[src/rtl/intr_pkg.sv]
`timescale 1ns/1ps
package intr_pkg;
  localparam int REG_W = 8;
  localparam int CTL_BIT = REG_W - 1;

  typedef enum logic [1:0] {
    ADDR_REQ_MAIN = 2'd0,
    ADDR_REQ_AUX  = 2'd1,
    ADDR_EN_MAIN  = 2'd2,
    ADDR_EN_AUX   = 2'd3
  } reg_addr_e;

  typedef enum logic [1:0] {
    CAUSE_SELF    = 2'd0,
    CAUSE_UNKNOWN = 2'd1,
    CAUSE_HOST    = 2'd2,
    CAUSE_RSVD    = 2'd3
  } idle_cause_e;

  // main request bit positions
  localparam int B_TX   = 6;
  localparam int B_RX   = 5;
  localparam int B_IDLE = 4;
  localparam int B_HI   = 3;
  localparam int B_LO   = 2;
  localparam int B_ERR  = 1;
  localparam int B_TMR  = 0;
  // auxiliary request bit positions
  localparam int B_EXT  = 4;
  localparam int B_CRC  = 2;

  localparam logic [REG_W-1:0] IMPL_REQ_MAIN = 8'h7F;
  localparam logic [REG_W-1:0] IMPL_REQ_AUX  = 8'h14;
  localparam logic [REG_W-1:0] IMPL_EN_MAIN  = 8'hFF;
  localparam logic [REG_W-1:0] IMPL_EN_AUX   = 8'h94;
  localparam logic [REG_W-1:0] RST_REQ_MAIN  = 8'h14;
  localparam logic [REG_W-1:0] RST_REQ_AUX   = 8'h00;
  localparam logic [REG_W-1:0] RST_EN_MAIN   = 8'h80;
  localparam logic [REG_W-1:0] RST_EN_AUX    = 8'h00;
endpackage

[src/rtl/intr_req_reg.sv]
`timescale 1ns/1ps
module intr_req_reg #(
  parameter int W = 8,
  parameter logic [W-1:0] IMPL = '1,
  parameter logic [W-1:0] RST  = '0
) (
  input  logic         clk,
  input  logic         rst,
  input  logic         wr,
  input  logic [W-1:0] wdata,
  input  logic [W-1:0] evt,
  output logic [W-1:0] q
);
  logic         ctl;
  logic [W-1:0] mark;
  logic [W-1:0] evt_m;
  logic [W-1:0] upd;

  assign ctl   = wdata[W-1];
  assign mark  = wdata & IMPL;
  assign evt_m = evt & IMPL;

  always_comb begin
    upd = q;
    if (wr) upd = ctl ? (q | mark) : (q & ~mark);
  end

  always_ff @(posedge clk) begin
    if (rst) q <= RST & IMPL;
    else     q <= (upd | evt_m) & IMPL;
  end


  set_marked_chk: assert property (@(posedge clk) disable iff (rst)
    (wr && ctl) |=> ((q & $past(mark)) == $past(mark)));

  clear_marked_chk: assert property (@(posedge clk) disable iff (rst)
    (wr && !ctl) |=> ((q & $past(mark) & ~$past(evt_m)) == '0));

  evt_wins_chk: assert property (@(posedge clk) disable iff (rst)
    (evt_m != '0) |=> ((q & $past(evt_m)) == $past(evt_m)));

  hold_chk: assert property (@(posedge clk) disable iff (rst)
    (!wr && evt_m == '0) |=> $stable(q));
endmodule

[src/rtl/intr_en_reg.sv]
`timescale 1ns/1ps
module intr_en_reg #(
  parameter int W = 8,
  parameter logic [W-1:0] IMPL = '1,
  parameter logic [W-1:0] RST  = '0
) (
  input  logic         clk,
  input  logic         rst,
  input  logic         wr,
  input  logic [W-1:0] wdata,
  output logic [W-1:0] q
);
  always_ff @(posedge clk) begin
    if (rst)     q <= RST & IMPL;
    else if (wr) q <= wdata & IMPL;
  end


  unimpl_zero_chk: assert property (@(posedge clk) disable iff (rst)
    wr |=> ((q & ~IMPL) == '0 && q == ($past(wdata) & IMPL)));
endmodule

[src/rtl/intr_edge_sync.sv]
`timescale 1ns/1ps
module intr_edge_sync #(
  parameter int STAGES = 2
) (
  input  logic clk,
  input  logic rst,
  input  logic pin,
  output logic edge_pulse
);
  logic [STAGES-1:0] chain;
  logic              prev;

  generate
    for (genvar i = 0; i < STAGES; i++) begin : g_stage
      if (i == 0) begin : g_first
        always_ff @(posedge clk) begin
          if (rst) chain[0] <= 1'b0;
          else     chain[0] <= pin;
        end
      end else begin : g_next
        always_ff @(posedge clk) begin
          if (rst) chain[i] <= 1'b0;
          else     chain[i] <= chain[i-1];
        end
      end
    end
  endgenerate

  always_ff @(posedge clk) begin
    if (rst) prev <= 1'b0;
    else     prev <= chain[STAGES-1];
  end

  assign edge_pulse = chain[STAGES-1] ^ prev;


  edge_from_change_chk: assert property (@(posedge clk) disable iff (rst)
    edge_pulse |=> (prev != $past(prev)));
endmodule

[src/rtl/intr_out_cond.sv]
`timescale 1ns/1ps
module intr_out_cond
  import intr_pkg::*;
(
  input  logic             clk,
  input  logic             rst,
  input  logic [REG_W-1:0] req_main,
  input  logic [REG_W-1:0] en_main,
  input  logic [REG_W-1:0] req_aux,
  input  logic [REG_W-1:0] en_aux,
  output logic             status,
  output logic             pin_o,
  output logic             pin_oe
);
  logic cond;
  logic push_pull;

  assign status    = |(req_main & en_main & IMPL_REQ_MAIN) |
                     |(req_aux  & en_aux  & IMPL_REQ_AUX);
  assign cond      = status ^ en_main[CTL_BIT];
  assign push_pull = en_aux[CTL_BIT];

  always_comb begin
    if (push_pull) begin
      pin_o  = cond;
      pin_oe = 1'b1;
    end else begin
      pin_o  = 1'b0;
      pin_oe = ~cond;
    end
  end


  no_enabled_req_chk: assert property (@(posedge clk) disable iff (rst)
    ((req_main & en_main[CTL_BIT-1:0]) == '0 && (req_aux[B_EXT] & en_aux[B_EXT]) == 1'b0 &&
     (req_aux[B_CRC] & en_aux[B_CRC]) == 1'b0) |-> !status);

  push_pull_drive_chk: assert property (@(posedge clk) disable iff (rst)
    en_aux[CTL_BIT] |-> pin_oe);

  open_drain_low_chk: assert property (@(posedge clk) disable iff (rst)
    !en_aux[CTL_BIT] |-> (!pin_o && (pin_oe != (status ^ en_main[CTL_BIT]))));
endmodule

[src/rtl/intr_ctrl.sv]
`timescale 1ns/1ps
module intr_ctrl
  import intr_pkg::*;
#(
  parameter int ERR_W       = 8,
  parameter int SYNC_STAGES = 2
) (
  input  logic             clk,
  input  logic             rst,
  input  logic             host_wr,
  input  logic [1:0]       host_addr,
  input  logic [REG_W-1:0] host_wdata,
  input  logic             ev_tx_done,
  input  logic             ev_rx_done,
  input  logic             ev_cmd_idle,
  input  logic [1:0]       cmd_idle_cause,
  input  logic             fifo_hi_alert,
  input  logic             fifo_lo_alert,
  input  logic [ERR_W-1:0] err_flags,
  input  logic             ev_timer_zero,
  input  logic             ev_crc_done,
  input  logic             ext_pin,
  output logic [REG_W-1:0] req_main,
  output logic [REG_W-1:0] req_aux,
  output logic [REG_W-1:0] en_main,
  output logic [REG_W-1:0] en_aux,
  output logic             irq_status,
  output logic             irq_pin_o,
  output logic             irq_pin_oe
);
  logic [REG_W-1:0] evt_main;
  logic [REG_W-1:0] evt_aux;
  logic             ext_edge;
  logic             idle_set;
  logic [3:0]       wr_sel;

  always_comb begin
    wr_sel = '0;
    if (host_wr) wr_sel[host_addr] = 1'b1;
  end

  assign idle_set = ev_cmd_idle && (idle_cause_e'(cmd_idle_cause) != CAUSE_HOST);

  always_comb begin
    evt_main         = '0;
    evt_main[B_TX]   = ev_tx_done;
    evt_main[B_RX]   = ev_rx_done;
    evt_main[B_IDLE] = idle_set;
    evt_main[B_HI]   = fifo_hi_alert;
    evt_main[B_LO]   = fifo_lo_alert;
    evt_main[B_ERR]  = |err_flags;
    evt_main[B_TMR]  = ev_timer_zero;
    evt_aux          = '0;
    evt_aux[B_EXT]   = ext_edge;
    evt_aux[B_CRC]   = ev_crc_done;
  end

  intr_edge_sync #(.STAGES(SYNC_STAGES)) u_ext_sync (
    .clk(clk), .rst(rst), .pin(ext_pin), .edge_pulse(ext_edge)
  );

  intr_req_reg #(.W(REG_W), .IMPL(IMPL_REQ_MAIN), .RST(RST_REQ_MAIN)) u_req_main (
    .clk(clk), .rst(rst), .wr(wr_sel[ADDR_REQ_MAIN]), .wdata(host_wdata),
    .evt(evt_main), .q(req_main)
  );

  intr_req_reg #(.W(REG_W), .IMPL(IMPL_REQ_AUX), .RST(RST_REQ_AUX)) u_req_aux (
    .clk(clk), .rst(rst), .wr(wr_sel[ADDR_REQ_AUX]), .wdata(host_wdata),
    .evt(evt_aux), .q(req_aux)
  );

  intr_en_reg #(.W(REG_W), .IMPL(IMPL_EN_MAIN), .RST(RST_EN_MAIN)) u_en_main (
    .clk(clk), .rst(rst), .wr(wr_sel[ADDR_EN_MAIN]), .wdata(host_wdata), .q(en_main)
  );

  intr_en_reg #(.W(REG_W), .IMPL(IMPL_EN_AUX), .RST(RST_EN_AUX)) u_en_aux (
    .clk(clk), .rst(rst), .wr(wr_sel[ADDR_EN_AUX]), .wdata(host_wdata), .q(en_aux)
  );

  intr_out_cond u_out (
    .clk(clk), .rst(rst),
    .req_main(req_main), .en_main(en_main), .req_aux(req_aux), .en_aux(en_aux),
    .status(irq_status), .pin_o(irq_pin_o), .pin_oe(irq_pin_oe)
  );


  host_idle_no_set_chk: assert property (@(posedge clk) disable iff (rst)
    (ev_cmd_idle && cmd_idle_cause == 2'd2 && !req_main[B_IDLE] &&
     !(host_wr && host_addr == 2'd0)) |=> !req_main[B_IDLE]);

  err_any_set_chk: assert property (@(posedge clk) disable iff (rst)
    (err_flags != '0) |=> req_main[B_ERR]);

  first_cycle_reset_chk: assert property (@(posedge clk)
    rst |=> (en_main == RST_EN_MAIN && en_aux == RST_EN_AUX));
endmodule

[config.mk]
export PLATFORM = sky130hd
export DESIGN_NAME = intr_ctrl
export DESIGN_NICKNAME = d
export VERILOG_FILES = /design/src/rtl/intr_pkg.sv /design/src/rtl/intr_req_reg.sv /design/src/rtl/intr_en_reg.sv /design/src/rtl/intr_edge_sync.sv /design/src/rtl/intr_out_cond.sv /design/src/rtl/intr_ctrl.sv
export SDC_FILE = /design/constraint.sdc
export NUM_CORES = 1
export LEC_CHECK = 0
export BUFFER_PORTS_ARGS = -buffer_cell sky130_fd_sc_hd__buf_2
export CAP_MARGIN = 30
export CORE_ASPECT_RATIO = 1.4
export CORE_MARGIN = 1
export CORE_UTILIZATION = 40
export CTS_CLUSTER_SIZE = 40
export DETAILED_ROUTE_END_ITERATION = 7
export GPL_ROUTABILITY_DRIVEN = 0
export GPL_TIMING_DRIVEN = 0
export PLACE_DENSITY = 0.75
export SLEW_MARGIN = 20
export SYNTH_ARGS = -nofsm -noshare
export SYNTH_HDL_FRONTEND = slang
export SYNTH_HIERARCHICAL = 1
export SYNTH_SLANG_ARGS = --single-unit
[constraint.sdc]
create_clock -name clk -period 2.5 [get_ports clk]
set_clock_uncertainty 0.2 [all_clocks]
set_input_delay 0.125 -clock clk [delete_from_list [all_inputs] [get_ports clk]]
set_output_delay 0.125 -clock clk [all_outputs]
set_load 0.05 [all_outputs]
# --- Word level (Yosys, flattened, before mapping) ---
# Cells that the tools add are included.
totals:
  regBits: 23
  inputBits: 31
  elab_cells: 38
op_classes:
  n_lt_le_gt_ge: 2
  eq_ne: 1
  n_mux: 9
  bitwise_logic: 14
  reduce_logical: 5
op_table:
  columns: ["op", "count"]
  rows:
  - ["$and A7 B7 Y7", 2]
  - ["$mux W7", 2]
  - ["$or A7 B7 Y7", 2]
  - ["$and A5 B5 Y5", 2]
  - ["$mux W5", 2]
  - ["$or A5 B5 Y5", 2]
  - ["$reduce_or A8 Y1", 1]
  - ["$not A7 Y7", 1]
  - ["$reduce_or A7 Y1", 1]
  - ["$not A5 Y5", 1]
  - ["$mux W4", 1]
  - ["$lt A2 B3 Y1 const B", 1]
  - ["$mux W1", 3]
  - ["$demux W1 S2", 1]
  - ["$ge A2 B1 Y1 const B", 1]
  - ["$logic_and A1 B1 Y1", 2]
  - ["$ne A2 B2 Y1 const B", 1]
  - ["$reduce_or A2 Y1", 1]
  - ["$xor A1 B1 Y1", 2]
  - ["$not A1 Y1", 1]
  - ["$or A1 B1 Y1", 1]

# --- Longest topological paths before layout ---
logic_depth:
  ltp_word: 7
  mapped_depth: 4
  mapped_depth_nobuf: 4

# --- By module ---
# The synthesis kept the hierarchy.
by_module_without_submodules:
  columns: ["mod", "n_inst", "cells_per_inst", "area_per_inst_um2"]
  rows:
  - ["intr_req_reg (u_req_main)", 1, 31, 305.3]
  - ["intr_en_reg (u_en_main)", 1, 26, 290.3]
  - ["intr_en_reg (u_en_aux)", 1, 15, 142.6]
  - ["intr_req_reg (u_req_aux)", 1, 15, 128.9]
  - ["intr_edge_sync", 1, 7, 87.6]
  - ["intr_out_cond", 1, 12, 87.6]
  - ["intr_ctrl", 1, 11, 61.3]

# --- Worst setup path before layout ---
# No wires, ideal clock.
synth_path:
  kind: "reg2out"
  from: "reg u_req_main.q[4]"
  to: "out irq_pin_o"
  arrival_time_ps: 1992
  required_time_ps: 2175
  slack_ps: 183
  path_stages_with_launch: 4
  n_path_buf: 0
  path_cell_list: "dfxtp_1 -> a222oi_1 -> and4_4 -> mux2i_1"
synth_via:
  elab_chain_cells: 5
synth_rtl:
  columns: ["item", "line", "source"]
  rows:
  - ["start, declared", "intr_req_reg.sv:12", "output logic [W-1:0] q"]
  - ["start signal, assigned", "intr_req_reg.sv:29", "if (rst) q <= RST & IMPL;"]
  - ["start signal, assigned", "intr_req_reg.sv:30", "else q <= (upd | evt_m) & IMPL;"]
  - ["$and A7 B7 Y7", "intr_out_cond.sv:18", "assign status = |(req_main & en_main & IMPL_REQ_MAIN) |"]
  - ["$reduce_or A7 Y1", "intr_out_cond.sv:18", null]
  - ["$or A1 B1 Y1", "intr_out_cond.sv:19", "|(req_aux & en_aux & IMPL_REQ_AUX);"]
  - ["$xor A1 B1 Y1", "intr_out_cond.sv:20", "assign cond = status ^ en_main[CTL_BIT];"]
  - ["$mux W1", "intr_out_cond.sv:24", "if (push_pull) begin"]
  - ["end, declared", "intr_ctrl.sv:28", "output logic irq_pin_o,"]
# Every way passes these cells.

# --- Worst setup path after layout ---
# Ends and elaborated chain as after synthesis.

==> results.sh <==
export IMPL_worst_pin_slew_ns=0.5992
export IMPL_core_um2=2615
export IMPL_die_area_um2=2966
export IMPL_swShare=0.3493
export IMPL_io_pins=66
export IMPL_setup_viol=0
export IMPL_layout_commonest_cell="buf_2"
export IMPL_combPwrFrac=0.323
export IMPL_start_util=0.4206
export IMPL_fin_nets=231
export IMPL_r2r_start="u_req_aux/q[2]$_SDFF_PP0_"
export IMPL_drv_slew=0
export IMPL_final_cell_mix="buf_2 (53), dfxtp_1 (23), nor2_1 (19)"
export IMPL_ir_worst_vdd_mv=0.4019
export IMPL_relSlewSlack=0.5996
export IMPL_worst_ep_required_time_ns=2.17
export IMPL_period_share=0.8704
export IMPL_clk_pin_slew_worst_paths_ns=0.12
export IMPL_port_buffer_count=53
export IMPL_setup_tns_ns=0
export IMPL_avgSynthCellArea_um2=9.481
export IMPL_p_switching_w=0.0002897
export IMPL_grt_pass1_vias=1020
export IMPL_max_freq_mhz=459.6
export IMPL_cts_root_buffer="clkbuf_4"
export IMPL_critical_path_class="reg2out"
export IMPL_cp_data_arrival_time_ns=1.85
export IMPL_routed_wl_mm=2.757
export IMPL_grt_ovfl_total=0
export IMPL_h_tree_depth=1
export IMPL_areaGrowthSynthToFinish_pct=49.15
export IMPL_cts_buffers=3
export IMPL_min_period_ns=2.176
export IMPL_insertion_delay_ns=0.30
export IMPL_antenna_left=0
export IMPL_synth_cells=116
export IMPL_start_kind="flop"
export IMPL_pwr_density_cell_nw_per_um2=505.6
export IMPL_tritoncts="yes"
export IMPL_drc=0
export IMPL_min_delay_start="host_wdata[7]"
export IMPL_grt_pass1_wl_mm=4.236
export IMPL_drv_cap=0
export IMPL_drt_first_iter_violations=23
export IMPL_drive_above_1_share=0.3668
export IMPL_clkPwrFrac=0.198
export IMPL_cp_end_kind="primary output"
export IMPL_antenna_found_initial=0
export IMPL_hold_path_end="u_en_main/q[7]$_SDFFE_PP1P_"
export IMPL_wire_per_inst_um=11.73
export IMPL_utilization=0.6273
export IMPL_yosys_warnings=6
export IMPL_cts_resized=0
export IMPL_seqPwrFrac=0.479
export IMPL_netlist_area_um2=1100
export IMPL_rrSetupSlack_ns=0.92
export IMPL_power_leakage_nw=0.7995
export IMPL_rows=22
export IMPL_vias=1136
export IMPL_status="complete, no violations"
export IMPL_die_y_um=64.04
export IMPL_ff2ff_path_depth=3
export IMPL_grt_usage=0.1939
export IMPL_via_per_inst=4.834
export IMPL_hp_class="in2reg"
export IMPL_firstDrtPassIters=5
export IMPL_num_antenna_cells=0
export IMPL_hold_violations=0
export IMPL_r2r_end="u_req_aux/q[2]$_SDFF_PP0_"
export IMPL_grt_max_degree=17
export IMPL_dpl_hpwl_mm=1.985
export IMPL_chipWidth_um=46.32
export IMPL_rsz0062_at_grt="false"
export IMPL_cts_sinks=23
export IMPL_critPathMaxFanout=3
export IMPL_cts_buffer_depth=2
export IMPL_cell_internal_pwr_w=0.0005396
export IMPL_holdPathStages=2
==> critical path: stages (launching register included) <==
cell	delay (ns)
dfxtp_1	0.35
a222oi_1	0.42
and4_4	0.31
mux2i_1	0.19
buf_2	0.28
==> how the worst max path moves through the flow <==
stage	start	end	slack (ns)	cells after the start
floorplan	u_req_main/q[4]$_SDFF_PP1_	irq_pin_o	0.18	3
global placement	u_req_main/q[4]$_SDFF_PP1_	irq_pin_oe	0.71	4
detailed placement	u_req_main/q[4]$_SDFF_PP1_	irq_pin_o	0.67	4
CTS	u_req_main/q[4]$_SDFF_PP1_	irq_pin_o	0.31	4
global route	u_req_main/q[4]$_SDFF_PP1_	irq_pin_o	0.26	4
finish	u_req_main/q[4]$_SDFF_PP1_	irq_pin_o	0.32	4
==> stage by stage <==
step / cells / power, W / setup slack, ns / area, µm² / hold slack [ns]
after floorplan: 125 / 0.0005828 / 0.1831 / 1134 / -0.003389
after global placement: 214 / 0.0006442 / 0.7144 / 1444 / 0.1150
after detailed placement: 214 / 0.0006493 / 0.6702 / 1444 / 0.1198
after CTS: 235 / 0.0008353 / 0.3120 / 1640 / 0.01689
after global routing: 235 / 0.0008681 / 0.2614 / 1640 / 0.01983
final: 235 / 0.0008294 / 0.3241 / 1640 / 0.03886
==> registers in the layout (all words and copies together), names as in the netlist <==
register          cells
u_en_main/q           8
u_ext_sync/chain      2
u_ext_sync/prev       1
u_req_main/q          7
u_req_aux/q           2
u_en_aux/q            3
==> per-layer routing <==
metal,vias to the layer above,part of all wire,track usage
met3,2,0.040,0.01695
met5,-,0,0
met2,42,0.55,0.3559
met4,0,0.010,0.07721
li1,560,-,-
met1,532,0.40,0.2113
==> power groups by stage <==
stage	registers [W]	logic, W	clock network (W)
2_1_floorplan	0.000457	0.000126	0
3_3_place_gp	0.000405	0.000239	0
3_5_place_dp	0.000406	0.000244	0
4_1_cts	0.000397	0.000266	0.000172
5_1_grt	0.000400	0.000284	0.000184
6_report	0.000398	0.000268	0.000164
==> timing repair <==
action	in CTS	in global routing
endpoints found under the hold margin	22	0
hold buffers	17	0
setup endpoints to repair	0	0
buffers inserted	0	0
==> final cells by class <==
type,instances,area [µm²]
buffer,15,117.6
multi-input combinational,85,548.0
timing repair buffer,70,435.4
tap,36,45.04
sequential,23,460.4
fill,235,974.7
inverter,2,7.507
clock buffer,4,26.28
Note: power is estimated with default switching activity, not from simulation.
